`src/rtl/cas_sel_pkg.sv`:
```
package cas_sel_pkg;

    localparam int MAP_W  = 8;
    localparam int CODE_W = 3;

    typedef enum logic [1:0] {
        ST_IDLE,
        ST_PREP,
        ST_WAIT,
        ST_FIN
    } seq_state_e;

    typedef struct packed {
        logic [MAP_W-1:0] map;
        logic [7:0]       tck1;
        logic [7:0]       tck2;
    } slot_cfg_t;

    // whole ns in upper nibble, tenths in lower nibble -> period in 0.1 ns
    function automatic logic [7:0] tck_divisor(input logic [7:0] b);
        return 8'(b[7:4]) * 8'd10 + 8'(b[3:0]);
    endfunction

    function automatic logic [2:0] hi_bit(input logic [MAP_W-1:0] m);
        logic [2:0] r;
        r = 3'd0;
        for (int i = 0; i < MAP_W; i++)
            if (m[i]) r = 3'(i);
        return r;
    endfunction

    // zero map reports index 7, which selects the "none" code
    function automatic logic [2:0] lo_bit(input logic [MAP_W-1:0] m);
        logic [2:0] r;
        r = 3'd7;
        for (int i = MAP_W - 1; i >= 0; i--)
            if (m[i]) r = 3'(i);
        return r;
    endfunction

    function automatic logic [MAP_W-1:0] trim_map(input logic [MAP_W-1:0] m,
                                                  input logic [1:0]       sh);
        logic [2:0] h;
        logic [2:0] amt;
        if (m == 8'hFF) return '0;
        h   = hi_bit(m);
        amt = (h >= 3'(sh)) ? h - 3'(sh) : 3'd0;
        return m & (8'hFF << amt);
    endfunction

    function automatic logic [CODE_W-1:0] cas_code(input logic [2:0] idx);
        case (idx)
            3'd0, 3'd1: return 3'd5;
            3'd2:       return 3'd2;
            3'd3:       return 3'd6;
            3'd4:       return 3'd3;
            3'd5:       return 3'd7;
            3'd6:       return 3'd4;
            default:    return 3'd0;
        endcase
    endfunction

endpackage

```
`src/rtl/cas_divider.sv`:
```
module cas_divider #(
    parameter int          NUM_W     = 15,
    parameter int          DEN_W     = 8,
    parameter int unsigned NUMERATOR = 20000
) (
    input  logic             clk,
    input  logic             rst,
    input  logic             start_i,
    input  logic [DEN_W-1:0] den_i,
    output logic             done_o,
    output logic [NUM_W-1:0] quo_o
);
    localparam int CNT_W = $clog2(NUM_W + 1);

    logic [DEN_W-1:0] rem_q, den_q, diff;
    logic [NUM_W-1:0] quo_q;
    logic [CNT_W-1:0] cnt_q;
    logic             busy_q, done_q, ge;
    logic [DEN_W:0]   trial;

    always_comb begin
        trial = {rem_q, quo_q[NUM_W-1]};
        ge    = trial >= {1'b0, den_q};
        diff  = trial[DEN_W-1:0] - den_q;
    end

    always_ff @(posedge clk) begin
        if (rst) begin
            rem_q  <= '0;
            quo_q  <= '0;
            den_q  <= '0;
            cnt_q  <= '0;
            busy_q <= 1'b0;
            done_q <= 1'b0;
        end else begin
            done_q <= 1'b0;
            if (start_i) begin
                rem_q  <= '0;
                quo_q  <= NUM_W'(NUMERATOR);
                den_q  <= den_i;
                cnt_q  <= CNT_W'(NUM_W);
                busy_q <= 1'b1;
            end else if (busy_q) begin
                rem_q <= ge ? diff : trial[DEN_W-1:0];
                quo_q <= {quo_q[NUM_W-2:0], ge};
                cnt_q <= cnt_q - 1'b1;
                if (cnt_q == CNT_W'(1)) begin
                    busy_q <= 1'b0;
                    done_q <= 1'b1;
                end
            end
        end
    end

    assign done_o = done_q;
    assign quo_o  = quo_q;

    // quotient and remainder reproduce the numerator exactly
    a_r3_div_exact: assert property (@(posedge clk) disable iff (rst)
        (done_q && den_q != '0) |->
            (32'(quo_q) * 32'(den_q) + 32'(rem_q) == 32'(NUMERATOR)) && (rem_q < den_q));

    a_r3_no_restart: assert property (@(posedge clk) disable iff (rst)
        start_i |-> !busy_q);
endmodule

```
`src/rtl/cas_resolve.sv`:
```
module cas_resolve
    import cas_sel_pkg::*;
(
    input  logic [MAP_W-1:0]  map0_i,
    input  logic [MAP_W-1:0]  map1_i,
    input  logic [1:0]        sh0_i,
    input  logic [1:0]        sh1_i,
    output logic [CODE_W-1:0] code_o,
    output logic              err_o
);
    logic [1:0][MAP_W-1:0] raw;
    logic [1:0][1:0]       shs;
    logic [1:0][MAP_W-1:0] narrowed;
    logic [MAP_W-1:0]      chosen;

    assign raw = {map1_i, map0_i};
    assign shs = {sh1_i, sh0_i};

    for (genvar g = 0; g < 2; g++) begin : g_slot
        assign narrowed[g] = trim_map(raw[g], shs[g]);
    end

    always_comb begin
        err_o = 1'b0;
        if (narrowed[0] == '0)      chosen = narrowed[1];
        else if (narrowed[1] == '0) chosen = narrowed[0];
        else begin
            chosen = narrowed[0] & narrowed[1];
            err_o  = (chosen == '0);
        end
        code_o = cas_code(lo_bit(chosen));
    end

    // an incompatible pair always reports the null code
    always_comb begin
        a_r6_err_null: assert (!err_o || code_o == '0);
    end
endmodule

```
`src/rtl/cas_latency_sel.sv`:
```
module cas_latency_sel
    import cas_sel_pkg::*;
#(
    parameter int BUS_W = 10,
    parameter int QUO_W = 15
) (
    input  logic             clk,
    input  logic             rst,
    input  logic             start_i,
    input  logic [7:0]       slot0_map_i,
    input  logic [7:0]       slot0_tck1_i,
    input  logic [7:0]       slot0_tck2_i,
    input  logic [7:0]       slot1_map_i,
    input  logic [7:0]       slot1_tck1_i,
    input  logic [7:0]       slot1_tck2_i,
    input  logic [BUS_W-1:0] bus_mhz_i,
    output logic             done_o,
    output logic             err_o,
    output logic [2:0]       lat_code_o
);
    seq_state_e       state_q;
    slot_cfg_t        cfg_q [2];
    logic [1:0]       shift_q [2];
    logic [BUS_W-1:0] bus_q;
    logic             sel_q, ph_q;
    logic [7:0]       cur_byte;
    logic             skip, div_start, div_done, pass;
    logic [QUO_W-1:0] quo;
    logic [2:0]       res_code;
    logic             res_err;

    always_comb begin
        cur_byte  = ph_q ? cfg_q[sel_q].tck2 : cfg_q[sel_q].tck1;
        skip      = (cfg_q[sel_q].map == 8'hFF) || (cur_byte == 8'h00);
        div_start = (state_q == ST_PREP) && !skip;
        pass      = quo >= QUO_W'(bus_q);
    end

    cas_divider #(.NUM_W(QUO_W), .DEN_W(8), .NUMERATOR(20000)) u_div (
        .clk     (clk),
        .rst     (rst),
        .start_i (div_start),
        .den_i   (tck_divisor(cur_byte)),
        .done_o  (div_done),
        .quo_o   (quo)
    );

    cas_resolve u_res (
        .map0_i (cfg_q[0].map),
        .map1_i (cfg_q[1].map),
        .sh0_i  (shift_q[0]),
        .sh1_i  (shift_q[1]),
        .code_o (res_code),
        .err_o  (res_err)
    );

    always_ff @(posedge clk) begin
        if (rst) begin
            state_q    <= ST_IDLE;
            cfg_q[0]   <= '0;
            cfg_q[1]   <= '0;
            shift_q[0] <= '0;
            shift_q[1] <= '0;
            bus_q      <= '0;
            sel_q      <= 1'b0;
            ph_q       <= 1'b0;
            done_o     <= 1'b0;
            err_o      <= 1'b0;
            lat_code_o <= '0;
        end else begin
            done_o <= 1'b0;
            case (state_q)
                ST_IDLE: if (start_i) begin
                    cfg_q[0]   <= '{slot0_map_i, slot0_tck1_i, slot0_tck2_i};
                    cfg_q[1]   <= '{slot1_map_i, slot1_tck1_i, slot1_tck2_i};
                    bus_q      <= bus_mhz_i;
                    shift_q[0] <= '0;
                    shift_q[1] <= '0;
                    sel_q      <= 1'b0;
                    ph_q       <= 1'b0;
                    state_q    <= ST_PREP;
                end
                ST_PREP: begin
                    if (!skip)      state_q <= ST_WAIT;
                    else if (sel_q) state_q <= ST_FIN;
                    else begin
                        sel_q <= 1'b1;
                        ph_q  <= 1'b0;
                    end
                end
                ST_WAIT: if (div_done) begin
                    if (pass) shift_q[sel_q] <= ph_q ? 2'd2 : 2'd1;
                    if (pass && !ph_q) begin
                        ph_q    <= 1'b1;
                        state_q <= ST_PREP;
                    end else if (sel_q) begin
                        state_q <= ST_FIN;
                    end else begin
                        sel_q   <= 1'b1;
                        ph_q    <= 1'b0;
                        state_q <= ST_PREP;
                    end
                end
                default: begin
                    lat_code_o <= res_code;
                    err_o      <= res_err;
                    done_o     <= 1'b1;
                    state_q    <= ST_IDLE;
                end
            endcase
        end
    end

    a_r8_done_pulse: assert property (@(posedge clk) disable iff (rst)
        done_o |=> !done_o);

    a_r8_code_hold: assert property (@(posedge clk) disable iff (rst)
        !$stable(lat_code_o) |-> done_o);

    a_r8_err_hold: assert property (@(posedge clk) disable iff (rst)
        !$stable(err_o) |-> done_o);

    a_r9_busy_ignore: assert property (@(posedge clk) disable iff (rst)
        (state_q != ST_IDLE) |=> $stable(bus_q) && $stable(cfg_q[0]) && $stable(cfg_q[1]));

    a_r4_shift_order: assert property (@(posedge clk) disable iff (rst)
        (state_q == ST_WAIT && div_done && ph_q && pass) |=> shift_q[$past(sel_q)] == 2'd2);
endmodule

```
`config.mk`:
```
export PLATFORM = sky130hd
export DESIGN_NAME = cas_latency_sel
export DESIGN_NICKNAME = d
export VERILOG_FILES = /design/src/rtl/cas_sel_pkg.sv /design/src/rtl/cas_divider.sv /design/src/rtl/cas_resolve.sv /design/src/rtl/cas_latency_sel.sv
export SDC_FILE = /design/constraint.sdc
export NUM_CORES = 1
export LEC_CHECK = 0
export CORE_MARGIN = 5
export CORE_UTILIZATION = 25
export CTS_CLUSTER_SIZE = 40
export DETAILED_ROUTE_END_ITERATION = 10
export PLACE_DENSITY = 0.47
export SLEW_MARGIN = 0
export SYNTH_ARGS = -nofsm -noshare
export SYNTH_HDL_FRONTEND = slang
export SYNTH_SLANG_ARGS = --single-unit
```
`constraint.sdc`:
```
create_clock -name clk -period 3.4 [get_ports clk]
set_input_delay 1.02 -clock clk [delete_from_list [all_inputs] [get_ports clk]]
set_output_delay 1.02 -clock clk [all_outputs]
set_load 0.01 [all_outputs]
```
======== Word-level counts from Yosys, hierarchy flattened ========
Memory sizes are Yosys's and may differ from the RTL's. A register that Yosys moved wholly into a read port is not among the register bits.
Cells that the tools add are included.
W data, S select, Z words.
operators by class
  shift-type cells ........................ 2
  $lt $le $gt $ge ......................... 4
  equal/unequal tests ..................... 17
  reduce and logical (&&, ||, !) cells .... 22
  bitwise operators ....................... 8
  div/mod/pow operators ................... 0
  mux-type cells .......................... 85
  multiply operators ...................... 1
  add/sub/neg operators ................... 5
operators by type and width
  kind                   number
  $mux W24               2
  $mux W3                16
  $mux W8                6
  $mux W1                35
  $logic_not A8 Y1       4
  $mux W2                16
  $mux W15               2
  $and A8 B8 Y8          3
  $eq A8 B8 Y1 const B   3
  $pmux W3 S6            1
  $shl A8 B3 Y8 const A  2
  $ge A15 B10 Y1         1
  $mux W7                2
  $eq A3 B3 Y1 const B   3
  $ge A9 B8 Y1           1
  $add A8 B4 Y8          1
  $mux W4                2
  $sub A8 B8 Y8          1
  $mul A4 B3 Y7 const B  1
  $eq A3 B2 Y1 const B   2
  $ge A3 B2 Y1           2
  $ne A2 B2 Y1 const B   3
  $pmux W1 S3            2
  $pmux W2 S3            1
  23 further kinds       32
word-level totals
  memories kept ........................... 2
  latch bits .............................. 0
  register bits ........................... 56
  logic and storage cells ................. 160
  bits of input ports ..................... 61
  memory bits (read-only) ................. 0
  output and inout bits ................... 5
  memory bits (writable) .................. 52
memory list
  name     depth  bits a word  rd ports  clocked after Yosys merged registers in  wr ports  line                   source
  cfg_q    2      24           3         1                                        2         cas_latency_sel.sv:22  slot_cfg_t cfg_q [2];
  shift_q  2      2            2         0                                        2         cas_latency_sel.sv:23  logic [1:0] shift_q [2];

======== Depth between registers and ports, before layout ========
An unclocked memory read counts as a cell.
  depth after elaboration ................. 27
  gate-level depth with buffers ........... 18

======== Modules after synthesis ========
From an unflattened synthesis, not the netlist that was laid out.
unflattened totals
  cell total of the unflattened synthesis .. 650
  area total of the unflattened synthesis .. 6,511.2 um^2
by module, submodules not included
  module           area each (um^2)  cells an instance  instances
  cas_latency_sel  3,579.7           288                1
  cas_divider      1,831.8           205                1
  cas_resolve      1,099.8           157                1

======== Least setup slack after synthesis ========
No wires, ideal clock.
  kind .................................... register to register
  start ................................... memory cfg_q[0][18] (netlist bit)
  end ..................................... register lat_code_o[2]
  buffers on the path ..................... 1
  cell stages (with the launch flop) ...... 19
  clock period less this slack ............ 3.342 ns
  data arrival time ....................... 3.268 ns
  slack ................................... 0.058 ns
  cells stage by stage .................... edfxtp_1 > inv_1 > a21oi_1 > nor2_1 > nor2_1 > nor2_1 > nor2_1 > ha_1 > fa_1 > bufbuf_16 > o21a_1 > or2_2 > o221ai_1 > a31oi_2 > nor4_1 > a21oi_1 > a32o_1 > a21o_1 > a31oi_1
RTL lines
  what                  line                    source
  from (decl)           cas_latency_sel.sv:22
  to (signal assigned)  cas_latency_sel.sv:105  lat_code_o <= res_code;
  to (decl)             cas_latency_sel.sv:19   output logic [2:0] lat_code_o

==> results_dict.tcl <==
set metrics [dict create \
    die_w_um 169 \
    yosys_warnings 0 \
    clock.fmax_mhz 306 \
    leakage_nw 3.03 \
    hpwl_um 11400 \
    antenna_found_initial 0 \
    drt_first_pass_iters 4 \
    route.met3.wl_um 474 \
    fin_area_mm2 0.00799 \
    drv_cap 0 \
    arrival_ps 3550 \
    antennaDiodeCount 0 \
    pwr-share-clk_pct 16.5 \
    worstHoldStart "err_o$_SDFFE_PP0P_" \
    cts_tree "yes" \
    grt_use_total_pct 10.8 \
    report.final.hold_viol_count 0 \
    end_kind "flip-flop" \
    synthArstFlopShare_pct 0 \
    layout_min_cycle_time_ps 3260 \
    drt-initial-drc-count 193 \
    finalMaxSlewViolations 0 \
    max_stage_delay_ps 410 \
    start_util_pct 25.2 \
    hold_buffers 0 \
    p_int_w 0.00389 \
    cp.required_ps 3690 \
    holdPathEnd "err_o$_SDFFE_PP0P_" \
    setup_viol_count_final 0 \
    cp_max_fo 4 \
    cp_cell_sequence "a21oi_2 > nor2_1 > nor2_1 > nor2_1 > nor2_1 > ha_2 > or2b_2 > a21oi_4 > o221ai_4 > a31oi_4 > buf_4 > nor3b_1 > a211o_1 > or2_1 > a21o_1 > a31oi_1" \
    highest_layer "met4" \
    p_per_area_mw_per_mm2 813 \
    critPathSlowestCell "edfxtp_1" \
    worst_pin_slew_ps 630 \
    reg2reg_to "lat_code_o[2]$_SDFFE_PP0P_" \
    p_sw_share_pct 40.2 \
    skew_ps 10.3 \
    p_sw_w 0.00261 \
    clk-insertion-delay-late_ps 360 \
    placementRows 58 \
    critPathKind "reg2reg" \
    cp-start-kind "flip-flop" \
    instances_no_fill 1066 \
    seq_area_mm2 0.00270 \
    holdPathStages 2 \
    crit_top_cell "nor2_1" \
    grt.overflow.total 0 \
    reg2reg_from "cfg_q[0][17]$_SDFFCE_PN0P_" \
    max-clock-path-buffers 2 \
    max_slew_margin_pct 57.8 \
    ys_types 70 \
    avgViaCountPerCell 4.52 \
    placed_cell_area_mm2 0.00749 \
    yosys_most_used_dff "dfxtp_1" \
    clkTransAtPathRegs_ps 80 \
    run_status "completed" \
    core-area_mm2 0.0250 \
    die_area_mm2 0.0284 \
    netlist_instances 642 \
    wire_per_inst_um 14.0 \
    dp_slack_ps 61.1 \
    ant_nets 0 \
    worst_ir_drop_vdd_v 0.000374 \
    rr_worst_depth 16 \
    fin_nets 832 \
    grt_max_degree 59 \
    drc 0 \
    syn2layout_area_growth_pct 27.1 \
    ys_ff_latch 109 \
    period_share_pct 96.0 \
    ios 66 \
    synth_nets 743 \
    wirelength_um 14900 \
    syn_area_per_cell_um2 9.79 \
    combPwrFrac_pct 53.5 \
    wl_met1_um 7670 \
    seq_power_share_pct 30.0 \
    place_inst 1044 \
    fin_ws_ps 136 \
    wl_met2_um 6550 \
    die_h_um 169 \
    gp_congestion 0.879 \
    rrSetupSlack_ps 140 \
    portBuffers 65 \
    fillCellCount 2599 \
    numCtsBuffers 9 \
    grt_pass1_vias 4762 \
    cts_root_buffer "clkbuf_16" \
    numClockSinks 109 \
    synth_edf_count 52 \
    htree_levels 3 \
    netlist_area_mm2 0.00628 \
    synth-seq-area-share_pct 43.0 \
    grt_pass1_wl_um 25000 \
    post_route_cells_drive_above_1_share_pct 14.4 \
    multiInputGateArea_mm2 0.00343 \
    vias 4821 \
    grt_setup_unrepaired "yes" \
    hp-class "reg2reg" \
    timing.hold.ws_ps 488 \
]
-- power by group through the flow --
stage | combinational, W | clock [W] | sequential, W
after CTS | 0.00331 | 0.00111 | 0.00195
final | 0.00347 | 0.00107 | 0.00195
after detailed placement | 0.00328 | 0 | 0.00198
after floorplan | 0.00245 | 0 | 0.00191
after global placement | 0.00331 | 0 | 0.00198
after global routing | 0.00393 | 0.00116 | 0.00199
-- per-stage QoR --
stage	power, W	utilization [%]	TNS (ps)
floorplan	0.00436	-	0
global placement	0.00529	30.0	0
detailed placement	0.00526	30.0	0
CTS	0.00637	31.2	0
global route	0.00708	32.0	-62.5
finish	0.00650	32.0	0
-- cells by family (layout without fill, tap and decap cells) --
logic type,count (synthesis),in the layout,share of synthesized area (%)
adders and majority gates,40,40,8.56
AOI/OAI and AO/OA,139,139,15.6
xor gates and xnor gates,11,11,1.53
DFF,109,109,43.0
buffers and inverters,70,164,5.02
muxes,30,30,6.39
and+or+nand+nor,243,243,19.9
-- flip-flops by register name, summed over array words and instances (netlist names), named ones only --
signal,count
u_div.den_q,8
u_div.rem_q,8
cfg_q,48
sel_q,1
u_div.done_o,1
lat_code_o,3
u_div.cnt_q,4
u_div.quo_o,15
u_div.busy_q,1
ph_q,1
err_o,1
state_q,2
shift_q,4
bus_q,10
done_o,1
-- routing by layer --
| layer | global-route usage, % | vias up |
|---|---|---|
| met5 | 0 | - |
| met4 | 3.92 | 0 |
| met3 | 1.61 | 13 |
| met2 | 16.9 | 87 |
| met1 | 15.0 | 2243 |
| li1 | - | 2478 |
-- placed cells by master (no fill, tap or decap), types with 4 or more instances in the layout --
master,netlist,routed
nand3_1,7,7
buf_4,0,37
nand2b_1,12,11
nand4_1,11,11
clkdlybuf4s50_1,0,65
a21o_1,6,6
dfxtp_1,57,57
and2_1,52,52
nor2_1,76,74
a21oi_1,38,35
ha_1,35,34
mux4_2,8,8
xnor2_1,6,6
inv_1,42,42
edfxtp_1,52,52
or2_2,5,4
nor2b_1,12,12
nand2_1,38,37
clkbuf_16,0,10
xor2_1,5,5
mux2i_1,21,21
nor4_1,7,6
o21ai_0,25,25
a211oi_1,15,14
-- worst max-delay path, delay by kind of cell, from the launching register on --
kind                       cells  cell delay (ps)
adders and majority gates      1              290
DFF                            1              410
and+or+nand+nor                7              950
AOI/OAI and AO/OA              7             1400
buffers and inverters          1              160
-- synthesized netlist by cell type (15+ instances only) --
| library cell | n | area share, % |
|---|---|---|
| a21oi_1 | 38 | 3.0 |
| and2_1 | 52 | 5.2 |
| inv_1 | 42 | 2.5 |
| nand2_1 | 38 | 2.3 |
| clkbuf_1 | 18 | 1.1 |
| ha_1 | 35 | 7.0 |
| dfxtp_1 | 57 | 18 |
| edfxtp_1 | 52 | 25 |
| a211oi_1 | 15 | 1.8 |
| mux2i_1 | 21 | 3.3 |
| o21ai_0 | 25 | 2.0 |
| nor2_1 | 76 | 4.5 |
-- worst max-delay path by stage --
stage                               startpoint  cells past startpoint                          to  slack [ps]
finish              cfg_q[0][17]$_SDFFCE_PN0P_                     16  lat_code_o[2]$_SDFFE_PP0P_         140
CTS                 cfg_q[1][18]$_SDFFCE_PN0P_                     16  lat_code_o[2]$_SDFFE_PP0P_          40
detailed placement  cfg_q[0][18]$_SDFFCE_PN0P_                     16  lat_code_o[2]$_SDFFE_PP0P_          60
global route        cfg_q[0][17]$_SDFFCE_PN0P_                     15  lat_code_o[2]$_SDFFE_PP0P_         -50
global placement    cfg_q[0][18]$_SDFFCE_PN0P_                     17  lat_code_o[2]$_SDFFE_PP0P_          80
floorplan           cfg_q[0][18]$_SDFFCE_PN0P_                     18  lat_code_o[2]$_SDFFE_PP0P_          60
-- final cells by class --
| cell class | instances | area share [%] |
|---|---|---|
| Clock buffer | 10 | 3.13 |
| Clock inverter | 6 | 0.595 |
| Inverter | 43 | 2.02 |
| Multi-Input combinational cell | 463 | 43.0 |
| Sequential cell | 109 | 33.8 |
| Tap cell | 330 | 5.17 |
| Timing Repair Buffer | 105 | 12.3 |
-- repair_timing --
action	in CTS	in global routing
resized for setup	0	28
endpoints found under the setup margin	0	4
setup buffers	0	6
(Power assumes the default switching activity.)
